File: src/rtl/gfm_pkg.sv
// Package: shared types for the GF(2^m) multiply-accumulate unit.
// Assumes nothing beyond IEEE 1800-2017 enum support.
package gfm_pkg;

    // Sequencer state of the iterative multiplier.
    typedef enum logic [0:0] {
        SEQ_IDLE = 1'b0,
        SEQ_RUN  = 1'b1
    } seq_state_e;

endpackage

File: src/rtl/gfm_field_cfg.sv
// Module: gfm_field_cfg
// Holds the decoded field description. On an accepted write it decodes the
// packed configuration word once into degree, low polynomial coefficients
// and element mask, so no operation has to decode it again.
// Assumes XLEN >= 2; the write strobe is already qualified by the caller.
module gfm_field_cfg #(
    parameter int XLEN = 8,
    localparam int DW  = $clog2(XLEN + 1)
) (
    input  logic            clk,
    input  logic            rst_n,
    input  logic            wr_en,
    input  logic [XLEN-1:0] wr_word,
    output logic [DW-1:0]   deg_o,
    output logic [XLEN-1:0] red_o,
    output logic [XLEN-1:0] emask_o
);

    logic [DW-1:0]   msb_idx;
    logic [DW-1:0]   deg_n;
    logic [XLEN-1:0] red_n;
    logic [XLEN-1:0] emask_n;

    // Decode the written word into degree, reduction constant and element mask.
    always_comb begin
        msb_idx = '0;
        for (int i = 0; i < XLEN; i++) begin
            if (wr_word[i]) msb_idx = DW'(i);
        end
        if (wr_word < XLEN'(3)) begin
            deg_n = DW'(1);
            red_n = '0;
        end else if (!wr_word[0]) begin
            deg_n = DW'(XLEN);
            red_n = wr_word | XLEN'(1);
        end else begin
            deg_n = msb_idx;
            red_n = wr_word & ~(XLEN'(1) << msb_idx);
        end
        for (int i = 0; i < XLEN; i++) begin
            emask_n[i] = (DW'(i) < deg_n);
        end
    end

    // Store the decoded description; reset selects GF(2) with polynomial x.
    always_ff @(posedge clk) begin
        if (!rst_n) begin
            deg_o   <= DW'(1);
            red_o   <= '0;
            emask_o <= XLEN'(1);
        end else if (wr_en) begin
            deg_o   <= deg_n;
            red_o   <= red_n;
            emask_o <= emask_n;
        end
    end

    // stored degree is always within 1..XLEN.
    a_r3_degree_range: assert property (@(posedge clk) disable iff (!rst_n)
        (deg_o >= DW'(1)) && (deg_o <= DW'(XLEN)));

    // reduction constant has no coefficient at or above the degree.
    a_r5_red_in_field: assert property (@(posedge clk) disable iff (!rst_n)
        (red_o & ~emask_o) == '0);

endmodule

File: src/rtl/gfm_seq.sv
// Module: gfm_seq
// Sequencer: accepts start when idle, runs for 'degree' step cycles and
// raises done for one cycle on the last step. Assumes deg_i >= 1 and that
// deg_i is held constant while busy.
module gfm_seq
    import gfm_pkg::*;
#(
    parameter int XLEN = 8,
    localparam int DW  = $clog2(XLEN + 1)
) (
    input  logic          clk,
    input  logic          rst_n,
    input  logic          start_i,
    input  logic [DW-1:0] deg_i,
    output logic          load_o,
    output logic          step_o,
    output logic          last_o,
    output logic          busy_o,
    output logic          done_o
);

    seq_state_e    state_q;
    logic [DW-1:0] left_q;

    // Decode handshake strobes from the current state.
    always_comb begin
        busy_o = (state_q == SEQ_RUN);
        load_o = start_i && !busy_o;
        step_o = busy_o;
        last_o = busy_o && (left_q == DW'(1));
    end

    // Advance the state and the remaining-step counter.
    always_ff @(posedge clk) begin
        if (!rst_n) begin
            state_q <= SEQ_IDLE;
            left_q  <= '0;
            done_o  <= 1'b0;
        end else begin
            done_o <= last_o;
            if (load_o) begin
                state_q <= SEQ_RUN;
                left_q  <= deg_i;
            end else if (busy_o) begin
                left_q <= left_q - DW'(1);
                if (last_o) state_q <= SEQ_IDLE;
            end
        end
    end

    // done is a single-cycle pulse.
    a_r6_done_single: assert property (@(posedge clk) disable iff (!rst_n)
        done_o |=> !done_o);

    // done only follows a busy cycle.
    a_r6_done_after_busy: assert property (@(posedge clk) disable iff (!rst_n)
        done_o |-> $past(busy_o));

    // counter never runs out while busy.
    a_r6_count_live: assert property (@(posedge clk) disable iff (!rst_n)
        busy_o |-> (left_q != '0));

    // a start while busy does not reload the counter.
    a_r8_no_reload: assert property (@(posedge clk) disable iff (!rst_n)
        (busy_o && !last_o) |=> (left_q == $past(left_q) - DW'(1)));

endmodule

File: src/rtl/gfm_datapath.sv
// Module: gfm_datapath
// Shift-and-add field multiplier, least significant multiplier bit first.
// Each step adds the multiplicand when the multiplier bit is set, then
// multiplies the multiplicand by x and reduces it. Assumes emask/red are
// held constant between load and last.
module gfm_datapath #(
    parameter int XLEN = 8
) (
    input  logic            clk,
    input  logic            rst_n,
    input  logic            load_i,
    input  logic            step_i,
    input  logic            last_i,
    input  logic [XLEN-1:0] a_i,
    input  logic [XLEN-1:0] b_i,
    input  logic [XLEN-1:0] c_i,
    input  logic [XLEN-1:0] red_i,
    input  logic [XLEN-1:0] emask_i,
    output logic [XLEN-1:0] result_o
);

    logic [XLEN-1:0] mcand_q;
    logic [XLEN-1:0] mplier_q;
    logic [XLEN-1:0] acc_q;
    logic [XLEN-1:0] addend_q;
    logic [XLEN-1:0] top_bit;
    logic [XLEN-1:0] acc_n;
    logic [XLEN-1:0] mcand_n;

    // Form the next accumulator and the next multiplicand times x mod g.
    always_comb begin
        top_bit = emask_i ^ (emask_i >> 1);
        acc_n   = acc_q ^ (mplier_q[0] ? mcand_q : '0);
        mcand_n = ((mcand_q << 1) & emask_i)
                ^ (((mcand_q & top_bit) != '0) ? red_i : '0);
    end

    // Load masked operands, iterate, and capture the final sum.
    always_ff @(posedge clk) begin
        if (!rst_n) begin
            mcand_q  <= '0;
            mplier_q <= '0;
            acc_q    <= '0;
            addend_q <= '0;
            result_o <= '0;
        end else if (load_i) begin
            mcand_q  <= a_i & emask_i;
            mplier_q <= b_i & emask_i;
            addend_q <= c_i & emask_i;
            acc_q    <= '0;
        end else if (step_i) begin
            acc_q    <= acc_n;
            mcand_q  <= mcand_n;
            mplier_q <= mplier_q >> 1;
            if (last_i) result_o <= acc_n ^ addend_q;
        end
    end

    // working values stay inside the field during an operation.
    a_r5_work_in_field: assert property (@(posedge clk) disable iff (!rst_n)
        step_i |-> (((acc_q | mcand_q | mplier_q) & ~emask_i) == '0));

endmodule

File: src/rtl/gfm_mac.sv
// Module: gfm_mac (top)
// GF(2^m) multiply-add: result = (A*B mod g) ^ C, one multiplier bit per
// clock. Configuration writes are accepted only when idle and not in the
// same cycle as start. Assumes XLEN >= 2.
module gfm_mac #(
    parameter int XLEN = 8,
    localparam int DW  = $clog2(XLEN + 1)
) (
    input  logic            clk,
    input  logic            rst_n,
    input  logic            cfg_we,
    input  logic [XLEN-1:0] cfg_poly,
    input  logic            start,
    input  logic [XLEN-1:0] op_a,
    input  logic [XLEN-1:0] op_b,
    input  logic [XLEN-1:0] op_c,
    output logic            busy,
    output logic            done,
    output logic [XLEN-1:0] result
);

    logic            cfg_take;
    logic [DW-1:0]   deg;
    logic [XLEN-1:0] red;
    logic [XLEN-1:0] emask;
    logic            load;
    logic            step;
    logic            last;

    // Qualify configuration writes: never during or at the start of an operation.
    always_comb begin
        cfg_take = cfg_we && !busy && !start;
    end

    gfm_field_cfg #(.XLEN(XLEN)) u_cfg (
        .clk     (clk),
        .rst_n   (rst_n),
        .wr_en   (cfg_take),
        .wr_word (cfg_poly),
        .deg_o   (deg),
        .red_o   (red),
        .emask_o (emask)
    );

    gfm_seq #(.XLEN(XLEN)) u_seq (
        .clk     (clk),
        .rst_n   (rst_n),
        .start_i (start),
        .deg_i   (deg),
        .load_o  (load),
        .step_o  (step),
        .last_o  (last),
        .busy_o  (busy),
        .done_o  (done)
    );

    gfm_datapath #(.XLEN(XLEN)) u_dp (
        .clk      (clk),
        .rst_n    (rst_n),
        .load_i   (load),
        .step_i   (step),
        .last_i   (last),
        .a_i      (op_a),
        .b_i      (op_b),
        .c_i      (op_c),
        .red_i    (red),
        .emask_i  (emask),
        .result_o (result)
    );

    // result only moves when done is raised.
    a_r7_result_held: assert property (@(posedge clk) disable iff (!rst_n)
        !done |-> $stable(result));

    // field description is frozen across a busy cycle.
    a_r9_cfg_frozen: assert property (@(posedge clk) disable iff (!rst_n)
        busy |=> ($stable(deg) && $stable(red)));

    // a write presented together with start is not taken.
    a_r9_start_wins: assert property (@(posedge clk) disable iff (!rst_n)
        (start && !busy) |=> $stable(deg));

    // the result never holds a bit outside the field.
    a_r5_result_in_field: assert property (@(posedge clk) disable iff (!rst_n)
        done |-> ((result & ~emask) == '0));

endmodule

File: config.mk
export PLATFORM = sky130hd
export DESIGN_NAME = gfm_mac
export DESIGN_NICKNAME = d
export VERILOG_FILES = /design/src/rtl/gfm_pkg.sv /design/src/rtl/gfm_field_cfg.sv /design/src/rtl/gfm_seq.sv /design/src/rtl/gfm_datapath.sv /design/src/rtl/gfm_mac.sv
export SDC_FILE = /design/constraint.sdc
export NUM_CORES = 1
export LEC_CHECK = 0
export ABC_AREA = 1
export ABC_CLOCK_PERIOD_IN_PS = 2400
export BUFFER_PORTS_ARGS = -buffer_cell sky130_fd_sc_hd__buf_2
export CORE_MARGIN = 2
export CORE_UTILIZATION = 50
export CTS_BUF_LIST = sky130_fd_sc_hd__clkbuf_4 sky130_fd_sc_hd__clkbuf_8
export DETAILED_ROUTE_END_ITERATION = 16
export PLACE_DENSITY = 0.71
export SLEW_MARGIN = 20
export SYNTH_ARGS = -nofsm -noshare
export SYNTH_HDL_FRONTEND = slang
export SYNTH_SLANG_ARGS = --single-unit
export TNS_END_PERCENT = 1
File: constraint.sdc
create_clock -name clk -period 2.4 [get_ports clk]
set_input_delay 0.48 -clock clk [delete_from_list [all_inputs] [get_ports clk]]
set_output_delay 0.48 -clock clk [all_outputs]
set_load 0.02 [all_outputs]
==> impl_metrics.tcl <==
set metrics [dict create \
    status "completed" \
    first_iter_violations 196 \
    end_kind "flop" \
    cts_tree "done" \
    rows 29 \
    power.density_mw_per_mm2 640 \
    slew_violations 0 \
    cts_hold_buffers 0 \
    cts.htree.levels 3 \
    clkLatencyLatePin_ns 0.35 \
    portBuffers 45 \
    setup_viol 0 \
    fin_setup_tns_ns 0 \
    synth.top_cell.area_share_pct 39.7 \
    criticalPathCategory "flop to flop" \
    clk_pin_slew_worst_paths_ns 0.07 \
    nNetsFinal 508 \
    final_core_util_pct 57.7 \
    slowest_stage "dfxtp_1" \
    fin_crit_ns 1.83 \
    worst_path_most_repeated_cell "inv_2" \
    post_route_cells_drive_above_1_share_pct 24.7 \
    rsz0062_at_grt "no" \
    fp.dieArea_mm2 0.00722 \
    drv_cap 0 \
    clock_path_buffers 2 \
    hpwl_um 5770 \
    period_share_pct 76.1 \
    max_stage_delay_ns 0.60 \
    drcViolationCount 0 \
    synth_area_per_cell_um2 7.62 \
    synth_area_leaders "dfxtp_1 (40%), nand2_1 (11%), nand3_2 (5.5%)" \
    cts_root_buf "clkbuf_8" \
    synthesis.area_mm2 0.00328 \
    track_usage_pct 23.1 \
    grt_pass1_vias 2713 \
    cp_max_fo 21 \
    syn_nets 468 \
    required_ns 2.67 \
    clock-sinks 65 \
    first_pass_iters 6 \
    fillCellCount 635 \
    cts_buffers 9 \
    synth_top_cell_by_area "dfxtp_1" \
    worstPathCellList "inv_2, nand2_2, inv_2, nor2_2, o21ai_1, a21oi_1" \
    ant_nets 0 \
    fmax_mhz 547 \
    cpLargestDelayFamily "flip-flops" \
    final_hold_viol_count 0 \
    final.setup_skew_ns 0.0119 \
    layout.area.seq_mm2 0.00130 \
    place_congestion 0.828 \
    netlist_instances 430 \
    core_area_mm2 0.00635 \
    arrival_ns 2.10 \
    ys_ff_latch 65 \
    relSlewSlack_pct 64.6 \
    ys_types 36 \
    die_h_um 85.0 \
    grt_max_degree 32 \
    vias_per_cell 5.41 \
    syn2layout_area_growth_pct 11.7 \
    crit_buf_inv 2 \
    ctsResizeCount 0 \
    hold_path_class "primary input to flop" \
    fin_hold_ws_ns 0.369 \
    grt_antenna_before_repair 0 \
    p_leak_uw 0.00155 \
    io-pin-count 46 \
    multi_input_area_mm2 0.00164 \
    wl_per_cell_um 14.3 \
    vias 2979 \
    wirelength_um 7900 \
    layout_commonest_cell "nand2_1" \
    setup.worst_path.start_class "flop" \
    post-cts-setup-buffers 0 \
    yosysWarnings 0 \
    initial_core_util_pct 51.6 \
    grt.overflow.total 0 \
    final_cell_mix "nand2_1 (95), dfxtp_1 (65), buf_2 (45), inv_1 (34), a21oi_1 (32)" \
    antennaDiodeCount 0 \
    grt_pass1_wl_um 13200 \
    tightestPinTransition_ns 0.531 \
    vdd_drop_max_v 0.000568 \
    power_uw 2340 \
    die_x_um 85.0 \
    yosysSeqAreaShare_pct 39.7 \
]
-- path summary, 6_finish.rpt --
kind | from | end | slack, ns | cells past startpoint
worst min register to register | u_dp.result_o[0] | u_dp.result_o[0] | 0.47 | 2
worst min-delay path | op_c[0] | u_dp.addend_q[0] | 0.37 | 3
worst max-delay path | u_seq.busy_o | u_dp.acc_q[6] | 0.57 | 6
worst max register to register | u_seq.busy_o | u_dp.acc_q[6] | 0.57 | 6
-- tightest hold or removal path, stage by stage --
cell and delay (ns):
buf_2 0.08, nand3_1 0.06, o21ai_0 0.06
-- registers in the layout, summed over array words and instances, names as in the netlist --
signal	count
u_cfg.deg_o	3
u_dp.addend_q	8
u_cfg.emask_o	8
u_cfg.red_o	8
u_dp.result_o	8
u_seq.done_o	1
u_dp.acc_q	8
u_dp.mcand_q	8
u_dp.mplier_q	8
u_seq.busy_o	1
u_seq.left_q	4
-- cell usage after synthesis (all sizes together) --
cell / count
o31ai: 1
clkinv: 1
a21oi: 40
nand3b: 1
a31oi: 9
o221ai: 1
a32o: 4
nand4: 5
dfxtp: 65
o21bai: 2
nor3: 1
ha: 2
nand3: 45
a22oi: 6
o22ai: 1
clkbuf: 5
buf: 17
nor2: 23
xor2: 15
inv: 45
nand2: 102
o21ai: 39
-- area by class of cell --
cell class              instances  area share (%)
clock inverters                 3           0.478
well taps                      77            2.63
flip-flops and latches         65            35.5
inverters                      46            4.89
multi-input cells             297            44.9
repair buffers                 51            7.38
clock buffers                  12            4.17
-- where the power goes --
part / internal [uW] / total (uW) / switching, uW
registers: 1130 / 1190 / 63.5
clock network: 417 / 815 / 398
logic: 119 / 334 / 215
-- metal layers --
| layer | up-vias | share of wire (%) | global-route usage [%] |
|---|---|---|---|
| met4 | 0 | 1.6 | 8.37 |
| met3 | 12 | 5.7 | 4.57 |
| met1 | 1368 | 48 | 33.0 |
| met2 | 86 | 45 | 34.9 |
| li1 | 1513 | - | - |
| met5 | - | 0 | 0 |
-- metrics by stage --
| step | cells | instance area (um^2) | worst slack [ns] |
|---|---|---|---|
| floorplan | 430 | 3280 | 1.04 |
| global placement | 536 | 3490 | 0.708 |
| detailed placement | 536 | 3490 | 0.618 |
| CTS | 551 | 3660 | 0.575 |
| global route | 551 | 3660 | 0.417 |
| finish | 551 | 3660 | 0.573 |
-- cells by family after synthesis --
| group | after synthesis | share of synthesized area [%] |
|---|---|---|
| flip-flops | 65 | 39.7 |
| buffers and inverters | 68 | 10.2 |
| AND/OR/NAND/NOR | 177 | 26.9 |
| adder cells (fa/ha/maj) | 2 | 0.763 |
| AO/OA/AOI/OAI | 103 | 18.4 |
| XOR/XNOR | 15 | 4.01 |
No activity file was read; power rests on OpenSTA's default activity.
